## config.mk

```make
export PLATFORM = sky130hd
export DESIGN_NAME = e1sa_source_sel
export DESIGN_NICKNAME = d
export VERILOG_FILES = /design/src/rtl/e1sa_pkg.sv /design/src/rtl/e1sa_biframe_align.sv /design/src/rtl/e1sa_src_mux.sv /design/src/rtl/e1sa_source_sel.sv
export SDC_FILE = /design/constraint.sdc
export NUM_CORES = 1
export LEC_CHECK = 0
export BUFFER_PORTS_ARGS = -buffer_cell sky130_fd_sc_hd__buf_2
export CAP_MARGIN = 40
export CORE_UTILIZATION = 30
export DETAILED_ROUTE_END_ITERATION = 8
export GPL_ROUTABILITY_DRIVEN = 1
export HOLD_SLACK_MARGIN = 0.12
export PLACE_DENSITY_LB_ADDON = 0.08
export RECOVER_POWER = 50
export SLEW_MARGIN = 15
export SYNTH_ARGS = -nofsm -noshare
export SYNTH_HDL_FRONTEND = slang
export SYNTH_SLANG_ARGS = --single-unit
```

## constraint.sdc

```tcl
create_clock -name clk -period 2 [get_ports clk]
set_input_delay 0.5 -clock clk [delete_from_list [all_inputs] [get_ports clk]]
set_output_delay 0.5 -clock clk [all_outputs]
set_load 0.1 [all_outputs]
```

## src/rtl/e1sa_pkg.sv

```systemverilog
package e1sa_pkg;
  localparam int SA_W = 5;

  typedef enum logic [2:0] {
    SRC_IDLE, SRC_STATIC, SRC_EXT, SRC_HDLC, SRC_STACK, SRC_SYS
  } src_e;

  localparam logic [2:0] MODE_SYS = 3'b001;

  function automatic src_e decode_src(input logic [2:0] mode,
                                      input logic mask_full,
                                      input logic ext_sel);
    src_e s;
    if (mode[2])                s = ext_sel ? SRC_EXT : SRC_HDLC;
    else if (mode[1])           s = SRC_STACK;
    else if (mode[0])           s = SRC_SYS;
    else if (mask_full)         s = SRC_STATIC;
    else                        s = SRC_IDLE;
    return s;
  endfunction
endpackage

```

## src/rtl/e1sa_biframe_align.sv

```systemverilog
module e1sa_biframe_align #(
  parameter int SA_W       = 5,
  parameter int LOCK_PAIRS = 2
) (
  input  logic            clk,
  input  logic            rst,
  input  logic            arm_i,
  input  logic            frm_i,
  input  logic            b2_i,
  input  logic [SA_W-1:0] sa_i,
  output logic            lobf_o,
  output logic            realign_o,
  output logic [SA_W-1:0] hold_o
);
  localparam int CW = $clog2(LOCK_PAIRS + 1);
  localparam logic [CW-1:0] LOCK_LAST = CW'(LOCK_PAIRS - 1);

  logic          armed_q;
  logic          exp_q;
  logic [CW-1:0] pairs_q;
  logic          match;

  assign match = (b2_i == exp_q);

  always_ff @(posedge clk) begin
    if (rst) begin
      armed_q   <= 1'b0;
      exp_q     <= 1'b1;
      pairs_q   <= '0;
      lobf_o    <= 1'b1;
      realign_o <= 1'b0;
      hold_o    <= '1;
    end else begin
      realign_o <= 1'b0;
      if (arm_i) armed_q <= 1'b1;
      if (frm_i && armed_q) begin
        exp_q <= ~b2_i;
        if (match) begin
          if (b2_i) hold_o <= sa_i;
          if (!b2_i && lobf_o) begin
            if (pairs_q == LOCK_LAST) begin
              lobf_o    <= 1'b0;
              realign_o <= 1'b1;
              pairs_q   <= '0;
            end else begin
              pairs_q <= pairs_q + 1'b1;
            end
          end
        end else begin
          lobf_o  <= 1'b1;
          pairs_q <= '0;
        end
      end
    end
  end
endmodule

```

## src/rtl/e1sa_src_mux.sv

```systemverilog
module e1sa_src_mux
  import e1sa_pkg::*;
#(
  parameter int W = 5
) (
  input  logic [2:0]   mode_i,
  input  logic [W-1:0] static_mask_i,
  input  logic [W-1:0] static_sa_i,
  input  logic         fdl_ext_sel_i,
  input  logic [W-1:0] fdl_ext_i,
  input  logic [W-1:0] hdlc_sa_i,
  input  logic [W-1:0] stack_sa_i,
  input  logic [W-1:0] sys_hold_i,
  input  logic         lobf_i,
  output logic [W-1:0] sa_next_o
);
  src_e src;
  assign src = decode_src(mode_i, &static_mask_i, fdl_ext_sel_i);

  always_comb begin
    case (src)
      SRC_STATIC: sa_next_o = static_sa_i;
      SRC_EXT:    sa_next_o = fdl_ext_i;
      SRC_HDLC:   sa_next_o = hdlc_sa_i;
      SRC_STACK:  sa_next_o = stack_sa_i;
      SRC_SYS:    sa_next_o = lobf_i ? '1 : sys_hold_i;
      default:    sa_next_o = '1;
    endcase
  end
endmodule

```

## src/rtl/e1sa_source_sel.sv

```systemverilog
module e1sa_source_sel
  import e1sa_pkg::*;
#(
  parameter int W          = SA_W,
  parameter int LOCK_PAIRS = 2
) (
  input  logic         clk,
  input  logic         rst,
  input  logic [2:0]   mode_i,
  input  logic [W-1:0] static_mask_i,
  input  logic [W-1:0] static_sa_i,
  input  logic         fdl_ext_sel_i,
  input  logic [W-1:0] fdl_ext_i,
  input  logic [W-1:0] hdlc_sa_i,
  input  logic [W-1:0] stack_sa_i,
  input  logic         sys_frame_i,
  input  logic         sys_b2_i,
  input  logic [W-1:0] sys_sa_i,
  input  logic         tx_nfas_i,
  output logic [W-1:0] sa_o,
  output logic         lobf_o,
  output logic         realign_o
);
  logic [W-1:0] sys_hold;
  logic [W-1:0] sa_next;

  e1sa_biframe_align #(.SA_W(W), .LOCK_PAIRS(LOCK_PAIRS)) u_align (
    .clk       (clk),
    .rst       (rst),
    .arm_i     (mode_i == MODE_SYS),
    .frm_i     (sys_frame_i),
    .b2_i      (sys_b2_i),
    .sa_i      (sys_sa_i),
    .lobf_o    (lobf_o),
    .realign_o (realign_o),
    .hold_o    (sys_hold)
  );

  e1sa_src_mux #(.W(W)) u_mux (
    .mode_i        (mode_i),
    .static_mask_i (static_mask_i),
    .static_sa_i   (static_sa_i),
    .fdl_ext_sel_i (fdl_ext_sel_i),
    .fdl_ext_i     (fdl_ext_i),
    .hdlc_sa_i     (hdlc_sa_i),
    .stack_sa_i    (stack_sa_i),
    .sys_hold_i    (sys_hold),
    .lobf_i        (lobf_o),
    .sa_next_o     (sa_next)
  );

  always_ff @(posedge clk) begin
    if (rst)            sa_o <= '1;
    else if (tx_nfas_i) sa_o <= sa_next;
  end
endmodule

```

Word-level counts from Yosys, hierarchy flattened
Cells that the tools add are included.
{"block": "op_classes", "n_addsub": 1, "n_eq_ne": 10, "n_mux": 14, "n_bitwise": 4, "n_reduce_logical": 8}
{"cell": "5-bit case mux with 5 select lines", "n": 1}
{"cell": "3-bit 2-to-1 mux", "n": 3}
{"cell": "3-bit by 1-bit equality test with 1-bit output, second input constant", "n": 2}
{"cell": "3-bit by 2-bit equality test with 1-bit output, second input constant", "n": 2}
{"cell": "3-bit equality test, second input constant", "n": 2}
{"cell": "1-bit 2-to-1 mux", "n": 6}
{"cell": "2-bit 2-to-1 mux", "n": 3}
{"cell": "3-bit AND reduction", "n": 2}
{"cell": "5-bit 2-to-1 mux", "n": 1}
{"cell": "5-bit AND reduction", "n": 1}
{"cell": "2-bit inequality test, second input constant", "n": 2}
{"cell": "1-bit inverter", "n": 4}
{"cell": "4-bit OR reduction", "n": 1}
{"cell": "2-bit by 1-bit adder with 2-bit output, second input constant", "n": 1}
{"cell": "2-bit by 1-bit equality test with 1-bit output, second input constant", "n": 1}
{"cell": "1-bit logical AND", "n": 2}
{"cell": "2-bit AND reduction", "n": 1}
{"cell": "1-bit equality test", "n": 1}
{"cell": "1-bit logical NOT", "n": 1}
{"block": "word_totals", "ff_bits": 16, "input_bits": 39, "output_inout_bits": 7, "word_cells": 44}

Logic depth before layout (Yosys ltp)
Gate-level depths: netlist of run 1.
{"block": "depth", "depth_word": 7, "ltp_mapped": 5, "mapped_depth_nobuf": 4}

Modules after synthesis
From an unflattened synthesis of run 1, not the netlist that was laid out.
{"block": "hier_totals", "cells_unflattened": 92, "hier_area_um2": 847.1}
{"module": "e1sa_biframe_align", "instances": 1, "cells_each": 44, "area_per_inst_um2": 407.9, "seq_area_each_um2": 220.2}
{"module": "e1sa_src_mux", "instances": 1, "cells_each": 31, "area_per_inst_um2": 232.7, "seq_area_each_um2": 0.0}
{"module": "e1sa_source_sel", "instances": 1, "cells_each": 17, "area_per_inst_um2": 206.4, "seq_area_each_um2": 100.1}

Least setup slack after synthesis of run 1
No wires, ideal clock.
{"block": "synth_path", "path_kind": "register to register", "start": "register u_align.lobf_o", "end": "register u_align.pairs_q[0]", "setup_ns": 0.071, "arrival_ns": 1.660, "required_ns": 1.929, "setup_slack_ns": 0.270, "path_stages_with_launch": 6, "path_buffers": 1, "period_less_slack_ns": 1.730, "cell_sequence": "dfxtp_1 -> buf_2 -> inv_1 -> nor3_1 -> o21ai_0 -> a21oi_1"}
{"block": "synth_between", "elab_chain_len": 3}
{"element": "from (decl)", "line_no": "e1sa_biframe_align.sv:11", "rtl": "output logic lobf_o,"}
{"element": "from (signal assigned)", "line_no": "e1sa_biframe_align.sv:30", "rtl": "lobf_o <= 1'b1;"}
{"element": "from (signal assigned)", "line_no": "e1sa_biframe_align.sv:42", "rtl": "lobf_o <= 1'b0;"}
{"element": "from (signal assigned)", "line_no": "e1sa_biframe_align.sv:50", "rtl": "lobf_o <= 1'b1;"}
{"element": "1-bit logical AND", "line_no": "e1sa_biframe_align.sv:40", "rtl": "if (!b2_i && lobf_o) begin"}
{"element": "2-bit inequality test (no source line)"}
{"element": "2-bit AND reduction (no source line)"}
{"element": "to (signal assigned)", "line_no": "e1sa_biframe_align.sv:46", "rtl": "pairs_q <= pairs_q + 1'b1;"}
{"element": "to (decl)", "line_no": "e1sa_biframe_align.sv:20", "rtl": "logic [CW-1:0] pairs_q;"}
Every way passes these cells.
A chain may end at the register's enable or synchronous reset.

Worst setup path after layout of run 1
{"block": "layout_path", "start": "register u_align.lobf_o", "end": "output port lobf_o"}
{"element": "to (decl)", "line_no": "e1sa_source_sel.sv:21", "rtl": "output logic lobf_o,"}
No word-level cell between the ends.

==> results of run 1 <==
power groups by stage:
stage / Sequential (mW) / Clock (mW) / Combinational, mW
after global routing: 0.338 / 0.239 / 0.171
after detailed placement: 0.343 / 0 / 0.161
after floorplan: 0.400 / 0 / 0.0478
after CTS: 0.336 / 0.222 / 0.162
final: 0.336 / 0.217 / 0.158
after global placement: 0.343 / 0 / 0.161
worst register-to-register path: cells and delay by family (launching register included):
family / cells / cell delay, ns
mux: 1 / 0.23
flops: 1 / 0.36
simple gates: 3 / 0.63
sequential cells by signal (all words and copies together), names as in the netlist:
name               count
sa_o                   5
u_align.hold_o         5
u_align.pairs_q        2
u_align.armed_q        1
u_align.exp_q          1
u_align.lobf_o         1
u_align.realign_o      1
stage by stage:
| step | instances | total power [mW] | hold slack (ns) | area, sq um |
|---|---|---|---|---|
| 2_1_floorplan | 98 | 0.448 | 0.440 | 851 |
| 6_report | 174 | 0.711 | 0.424 | 1110 |
| 5_1_grt | 174 | 0.748 | 0.433 | 1110 |
| 4_1_cts | 174 | 0.720 | 0.419 | 1130 |
| 3_5_place_dp | 170 | 0.505 | 0.464 | 1090 |
| 3_3_place_gp | 170 | 0.504 | 0.459 | 1090 |
synthesized netlist by cell type, drive strengths merged:
library cell  instances  share of area, %
and4b                 1               1.2
o211ai                1              0.88
mux2i                 5               5.9
a221oi                4               4.1
nand3b                1              0.88
a21oi                 5               2.9
nor3                  7               4.1
o21ai                 9               5.7
nand3                 2               1.8
nand2b                7               5.1
nand2                13               5.7
nor2                  3               1.3
nor4b                 1               1.0
nor2b                 2               1.8
buf                   2               1.9
inv                   1              0.44
nor3b                 2               3.1
mux2                  5               6.6
dfxtp                16                38
and3                  1              0.74
a31oi                 4               2.9
or2                   4               2.9
clkbuf                1              0.44
and2                  1              0.74
layer usage:
| metal | vias up | share of wire (%) | track usage, % |
|---|---|---|---|
| met5 | - | 0 | 0 |
| met4 | 0 | 0.58 | 3.21 |
| met3 | 2 | 8.1 | 6.56 |
| met2 | 24 | 43 | 21.9 |
| met1 | 381 | 48 | 19.8 |
| li1 | 449 | - | - |
path summary, 6_finish.rpt:
check,startpoint,cells past startpoint,endpoint,slack [ns]
worst max-delay path,u_align.lobf_o$_SDFFE_PP1P_,1,lobf_o,0.17
worst min-delay path,sys_sa_i[3],3,u_align.hold_o[3]$_SDFFE_PP1P_,0.42
worst max register to register,u_align.armed_q$_SDFFE_PP0N_,4,u_align.hold_o[4]$_SDFFE_PP1P_,0.66
worst min register to register,u_align.pairs_q[1]$_SDFFE_PP0P_,1,u_align.pairs_q[1]$_SDFFE_PP0P_,0.48
cell type report:
class | count | share of cell area [%]
Timing Repair Buffer | 45 | 20.1
Clock buffer | 4 | 3.26
Multi-Input combinational cell | 78 | 44.1
Inverter | 1 | 0.337
Sequential cell | 16 | 28.8
Tap cell | 30 | 3.37
cell families (layout without fill, tap and decap cells):
family | after synthesis | after routing | share of synthesized area, %
AOI/OAI and AO/OA | 23 | 23 | 16.6
and+or+nand+nor | 45 | 45 | 30.4
buffers and inverters | 4 | 50 | 2.79
DFF | 16 | 16 | 37.6
muxes | 10 | 10 | 12.5
==> impl_metrics.tcl, run 1 <==
set metrics [dict create \
    p_leak_nw 0.499 \
    gp_congestion 0.723 \
    synth.net_count 137 \
    arrival_ns 1.33 \
    hpwlAfterDp_um 1710 \
    p_sw_share_pct 30.2 \
    viasPerCell 4.92 \
    worstPathRequired_ns 1.50 \
    final_common_cell "buf_2" \
    finish.utilization_pct 43.3 \
    chipHeight_um 55.3 \
    track_usage_pct 14.8 \
    rows 18 \
    antenna_found_initial 0 \
    synthCells 98 \
    diodes 0 \
    pwr-share-seq_pct 47.2 \
    end_kind "output port" \
    finalMaxSlewViolations 0 \
    drive_gt1_share_pct 37.5 \
    clock-sinks 16 \
    worst_slew_pin_slew_ns 0.736 \
    dr.pass1.iters 4 \
    layout_worst_path_cycle_share_pct 91.3 \
    drt_drc_violations_left 0 \
    hold_class "in -> reg" \
    clk_latency_ns 0.29 \
    clk_path_buf_depth 2 \
    core_area_sq_um 2570 \
    fmax_mhz 548 \
    grt-ovfl-total 0 \
    hold_buffers 0 \
    critPathKind "reg -> out" \
    powerDensity_nw_per_um2 639 \
    outcome "finished clean" \
    drt_first_iter_violations 14 \
    num-fill-cells 283 \
    critical_path.top_delay_family "flip-flops" \
    ant_nets 0 \
    ys_seq_area_share_pct 37.6 \
    pwr-share-comb_pct 22.3 \
    cts-root-buf "clkbuf_4" \
    pin_count 46 \
    numPortBuffers 45 \
    syn-cell-area_sq_um 851 \
    mostFrequentLayoutCells "44 x buf_2, 16 x dfxtp_1, 13 x nand2_1, 8 x o21ai_0" \
    cts.reportedPaths.clkPinSlew_ns 0.09 \
    final_nets 184 \
    cts_tree "yes" \
    finalHoldViolations 0 \
    clkPwrFrac_pct 30.5 \
    seqCellArea_sq_um 320 \
    start_kind "flop" \
    ys_types 31 \
    cp_num_buf_inv 1 \
    dr_total_vias 856 \
    worst_path_largest_cell_delay_ns 0.54 \
    grt_pass1_wl_um 3640 \
    fp.dieArea_sq_um 3050 \
    h-tree-depth 1 \
    setup_slack_ns 0.174 \
    ys_warn_count 0 \
    setup_viol 0 \
    p_int_mw 0.496 \
    path_max_fanout 11 \
    maxCapViolCount 0 \
    initial_utilization_pct 33.1 \
    grt_pass1_vias 811 \
    cp_cell_sequence "buf_2" \
    syn_to_final_growth_pct 30.7 \
    period_needed_ns 1.83 \
    drt_wl_total_um 2080 \
    ir_drop_v 0.000424 \
    pre_cts_slack_ns 0.488 \
    cts_inserted_buffers 3 \
    cts_setup_buffers 0 \
    fin_setup_tns_ns 0 \
    post_cts_resized 0 \
    syn-mean-instance-area_sq_um 8.68 \
    p_switching_mw 0.215 \
    crit_slowest_cell "dfxtp_1" \
    rsz0062_at_grt "no" \
    multi_input_area_sq_um 490 \
    fp.dieW_um 55.3 \
    synth-seq-cells 16 \
    grt_max_degree 18 \
    wl_per_cell_um 11.9 \
    max-slew-margin-rel_pct 50.9 \
    finalClockSkew_ns 0.0105 \
]
(Power assumes the default switching activity.)
==> inputs of run 2 (changes only) <==
BUFFER_PORTS_ARGS = default   (was -buffer_cell sky130_fd_sc_hd__buf_2)
DONT_BUFFER_PORTS = 1   (was default)
SKIP_CTS_REPAIR_TIMING = 1   (was default)
==> impl_metrics.tcl, run 2 (synthesis gave the netlist of run 1 again) <==
set metrics [dict create \
    powerDensity_nw_per_um2 694 \
    wl_met1_um 853 \
    outcome "finished clean" \
    drt_first_iter_violations 15 \
    critical_path.top_delay_family "flip-flops" \
    arrival_ns 1.10 \
    viasPerCell 5.37 \
    initial_utilization_pct 33.1 \
    worst_slew_pin_slew_ns 0.665 \
    p_int_mw 0.476 \
    p_switching_mw 0.186 \
    rows 18 \
    ir_drop_v 0.000492 \
    pwr-share-seq_pct 50.5 \
    crit_slowest_cell "dfxtp_1" \
    final_common_cell "dfxtp_1" \
    h-tree-depth 1 \
    post-place-cells 132 \
    setup_viol 0 \
    track_usage_pct 13.4 \
    cts_inserted_buffers 3 \
    clk_path_buf_depth 2 \
    max-slew-margin-rel_pct 55.6 \
    p_leak_nw 0.368 \
    top_layer "met3" \
    cts_tree "yes" \
    cts.reportedPaths.clkPinSlew_ns 0.09 \
    pwr-share-comb_pct 17.8 \
    fin_cells 136 \
    wl_met3_um 206 \
    period_needed_ns 1.60 \
    drt_drc_violations_left 0 \
    finalMaxSlewViolations 0 \
    cp_cell_sequence "buf_12" \
    fp.dieW_um 55.3 \
    layout_worst_path_cycle_share_pct 79.8 \
    critPathKind "reg -> out" \
    dr.pass1.iters 4 \
    dr_total_vias 730 \
    worst_path_largest_cell_delay_ns 0.58 \
    grt_max_degree 18 \
    clkPwrFrac_pct 31.7 \
    numPortBuffers 0 \
    start_kind "flop" \
    finish.utilization_pct 37.1 \
    pin_count 46 \
    top_regs "sa_o: 5 flops, u_align.hold_o: 5 flops, u_align.pairs_q: 2 flops" \
    drive_gt1_share_pct 16.0 \
    fp.dieArea_sq_um 3050 \
    p_sw_share_pct 28.1 \
    maxCapViolCount 0 \
    finalClockSkew_ns 0.000480 \
    cp_num_buf_inv 1 \
    diodes 0 \
    fin_setup_tns_ns 0 \
    syn_to_final_growth_pct 12.1 \
    path_max_fanout 11 \
    finalHoldViolations 0 \
    drt_wl_total_um 1880 \
    final_nets 146 \
    clock-sinks 16 \
    hold_class "in -> reg" \
    num-fill-cells 278 \
    hpwlAfterDp_um 1540 \
    finalPower_mw 0.662 \
    wl_per_cell_um 13.8 \
    wl_met2_um 815 \
    ant_nets 0 \
    core_area_sq_um 2570 \
    grt-ovfl-total 0 \
    mostFrequentLayoutCells "16 x dfxtp_1, 13 x nand2_1, 8 x o21ai_0, 7 x nand2b_1, 7 x nor3_1" \
    grt_pass1_wl_um 3230 \
    worstPathRequired_ns 1.50 \
    clk_latency_ns 0.28 \
    grt_pass1_vias 653 \
    chipHeight_um 55.3 \
    rsz0062_at_grt "no" \
    gp_congestion 0.688 \
    end_kind "output port" \
    fmax_mhz 626 \
    antenna_found_initial 0 \
    cts-root-buf "clkbuf_4" \
]
## run 2: cell count changes in the layout (fill, tap and decap cells not counted)
cell / previous run / this run
buf_2: 44 / 0
buf_4: 0 / 6
buf_12: 0 / 1
clkbuf_1: 1 / 0
## run 2: final timing paths
path	startpoint	endpoint	slack [ns]	depth (start not counted)
max	u_align.lobf_o$_SDFFE_PP1P_	lobf_o	0.40	1
min	rst	u_align.pairs_q[0]$_SDFFE_PP0P_	0.27	1
max reg2reg	u_align.armed_q$_SDFFE_PP0N_	u_align.hold_o[3]$_SDFFE_PP1P_	0.67	4
min reg2reg	u_align.pairs_q[1]$_SDFFE_PP0P_	u_align.pairs_q[1]$_SDFFE_PP0P_	0.48	1
## run 2: power groups by stage
stage	clock, mW	sequential, mW	combinational, mW
finish	0.210	0.335	0.118
global route	0.241	0.337	0.126
floorplan	0	0.400	0.0478
CTS	0.216	0.335	0.120
global placement	0	0.342	0.120
detailed placement	0	0.342	0.119
## run 2: final cells by class
cell class | instances | area (sq um) | area share (%)
clock buffers | 4 | 36.3 | 3.81
inverters | 1 | 3.75 | 0.394
multi-input cells | 78 | 490 | 51.4
flip-flops and latches | 16 | 320 | 33.6
well taps | 30 | 37.5 | 3.94
repair buffers | 7 | 65.1 | 6.82
## run 2: stage by stage
| stage | instance area, sq um | hold WS [ns] | worst slack [ns] |
|---|---|---|---|
| 6_report | 953 | 0.274 | 0.404 |
| 5_1_grt | 953 | 0.240 | 0.329 |
| 4_1_cts | 970 | 0.266 | 0.390 |
| 3_5_place_dp | 933 | 0.467 | 0.690 |
| 3_3_place_gp | 933 | 0.462 | 0.692 |
| 2_1_floorplan | 851 | 0.440 | 0.270 |
## run 2: layer usage
metal | global-route usage (%) | vias up
met5 | 0 | -
met4 | 2.14 | 0
met3 | 7.49 | 0
met2 | 18.9 | 30
met1 | 17.9 | 328
li1 | - | 372
==> inputs of run 3 (changes only) <==
clock period = 1.35 ns   (was 2 ns; I/O delays follow)
==> impl_metrics.tcl, run 3 (synthesis gave the netlist of run 1 again) <==
set metrics [dict create \
    r2r.worst_path.cells 3 \
    clk_latency_ns 0.28 \
    drt_first_iter_violations 11 \
    cts_tree "yes" \
    chipHeight_um 55.3 \
    wl_per_cell_um 14.8 \
    ir_drop_v 0.000614 \
    start_kind "flop" \
    arrival_ns 0.94 \
    clock-sinks 16 \
    p_int_mw 0.669 \
    gp_congestion 0.734 \
    pre_cts_slack_ns 0.162 \
    hold_class "in -> reg" \
    fp.dieW_um 55.3 \
    critical_path.top_delay_family "flip-flops" \
    cts_inserted_buffers 3 \
    top_regs "sa_o: 5 flops, u_align.hold_o: 5 flops, u_align.pairs_q: 2 flops" \
    antenna_found_initial 0 \
    cts-root-buf "clkbuf_4" \
    rows 18 \
    finalMaxSlewViolations 0 \
    num-fill-cells 287 \
    p_leak_nw 0.379 \
    setup_slack_ns 0.0682 \
    worst_path_largest_cell_delay_ns 0.42 \
    track_usage_pct 13.2 \
    syn_to_final_growth_pct 17.1 \
    layout_worst_path_cycle_share_pct 94.9 \
    viasPerCell 5.36 \
    h-tree-depth 1 \
    mostFrequentLayoutCells "15 x dfxtp_1, 13 x nand2_1, 8 x o21ai_0, 7 x nand2b_1, 7 x nor3_1" \
    drt_drc_violations_left 0 \
    fp.dieArea_sq_um 3050 \
    path_max_fanout 11 \
    ant_nets 0 \
    clkPwrFrac_pct 27.2 \
    initial_utilization_pct 33.1 \
    cp_num_cells 1 \
    critPathKind "reg -> out" \
    worstPathRequired_ns 1.01 \
    grt-ovfl-total 0 \
    final_nets 147 \
    finalClockSkew_ns 0.00716 \
    outcome "finished clean" \
    core_area_sq_um 2570 \
    rsz0062_at_grt "no" \
    finalHoldViolations 0 \
    grt_pass1_wl_um 3190 \
    whs_path_depth 1 \
    p_switching_mw 0.279 \
    max-slew-margin-rel_pct 66.8 \
    diodes 0 \
    dr_total_vias 734 \
    grt_pass1_vias 687 \
    grt_max_degree 18 \
    maxCapViolCount 0 \
    final_common_cell "dfxtp_1" \
    end_kind "output port" \
    clk_path_buf_depth 2 \
    r2r_setup_slack_ns 0.12 \
    powerDensity_nw_per_um2 951 \
    setup_viol 0 \
    drive_gt1_share_pct 18.7 \
    period_needed_ns 1.28 \
    worst_slew_pin_slew_ns 0.494 \
    cp_num_buf_inv 1 \
    cp_cell_sequence "buf_6" \
    numPortBuffers 0 \
    pwr-share-seq_pct 52.3 \
    fmax_mhz 780 \
    drt_wl_total_um 2030 \
    pin_count 46 \
    dr.pass1.iters 4 \
    hpwlAfterDp_um 1630 \
    pwr-share-comb_pct 20.5 \
    crit_slowest_cell "dfxtp_4" \
    fin_setup_tns_ns 0 \
    p_sw_share_pct 29.4 \
    cts.reportedPaths.clkPinSlew_ns 0.09 \
]
-- run 3: power by group through the flow --
stage	Sequential, mW	Clock, mW	Combinational, mW
after global placement	0.511	0	0.209
after CTS	0.499	0.270	0.209
final	0.495	0.258	0.194
after detailed placement	0.511	0	0.208
after global routing	0.497	0.299	0.205
after floorplan	0.591	0	0.0708
-- run 3: final timing paths --
kind	from	end
setup / recovery	u_align.lobf_o$_SDFFE_PP1P_	lobf_o
hold / removal	rst	u_align.hold_o[4]$_SDFFE_PP1P_
setup reg to reg	u_align.lobf_o$_SDFFE_PP1P_	sa_o[0]$_SDFFE_PP1P_
hold reg to reg	u_align.hold_o[0]$_SDFFE_PP1P_	u_align.hold_o[0]$_SDFFE_PP1P_
-- run 3: metrics by stage --
stage	utilization (%)	cell area, sq um	std cells	hold WS (ns)	total power, mW
finish	38.8	996	137	0.147	0.947
detailed placement	38.5	987	132	0.414	0.719
CTS	39.5	1010	136	0.102	0.978
floorplan	-	855	98	0.439	0.661
global placement	38.5	987	132	0.411	0.720
global route	38.8	996	137	0.125	1.00
-- run 3: area by class of cell --
| cell class | instances | area [sq um] | share of cell area (%) |
|---|---|---|---|
| clock buffer | 4 | 26.3 | 2.64 |
| inverter | 1 | 3.75 | 0.377 |
| multi-input combinational | 78 | 513 | 51.5 |
| sequential | 16 | 324 | 32.5 |
| tap | 30 | 37.5 | 3.77 |
| timing repair buffer | 8 | 91.3 | 9.17 |
-- run 3: per-layer routing --
layer  global-route usage [%]  vias up  wire [um]
li1                         -      373          -
met1                     16.0      330        904
met2                     20.1       29        900
met3                     8.43        2        216
met4                     2.14        0         10
met5                        0        -          0
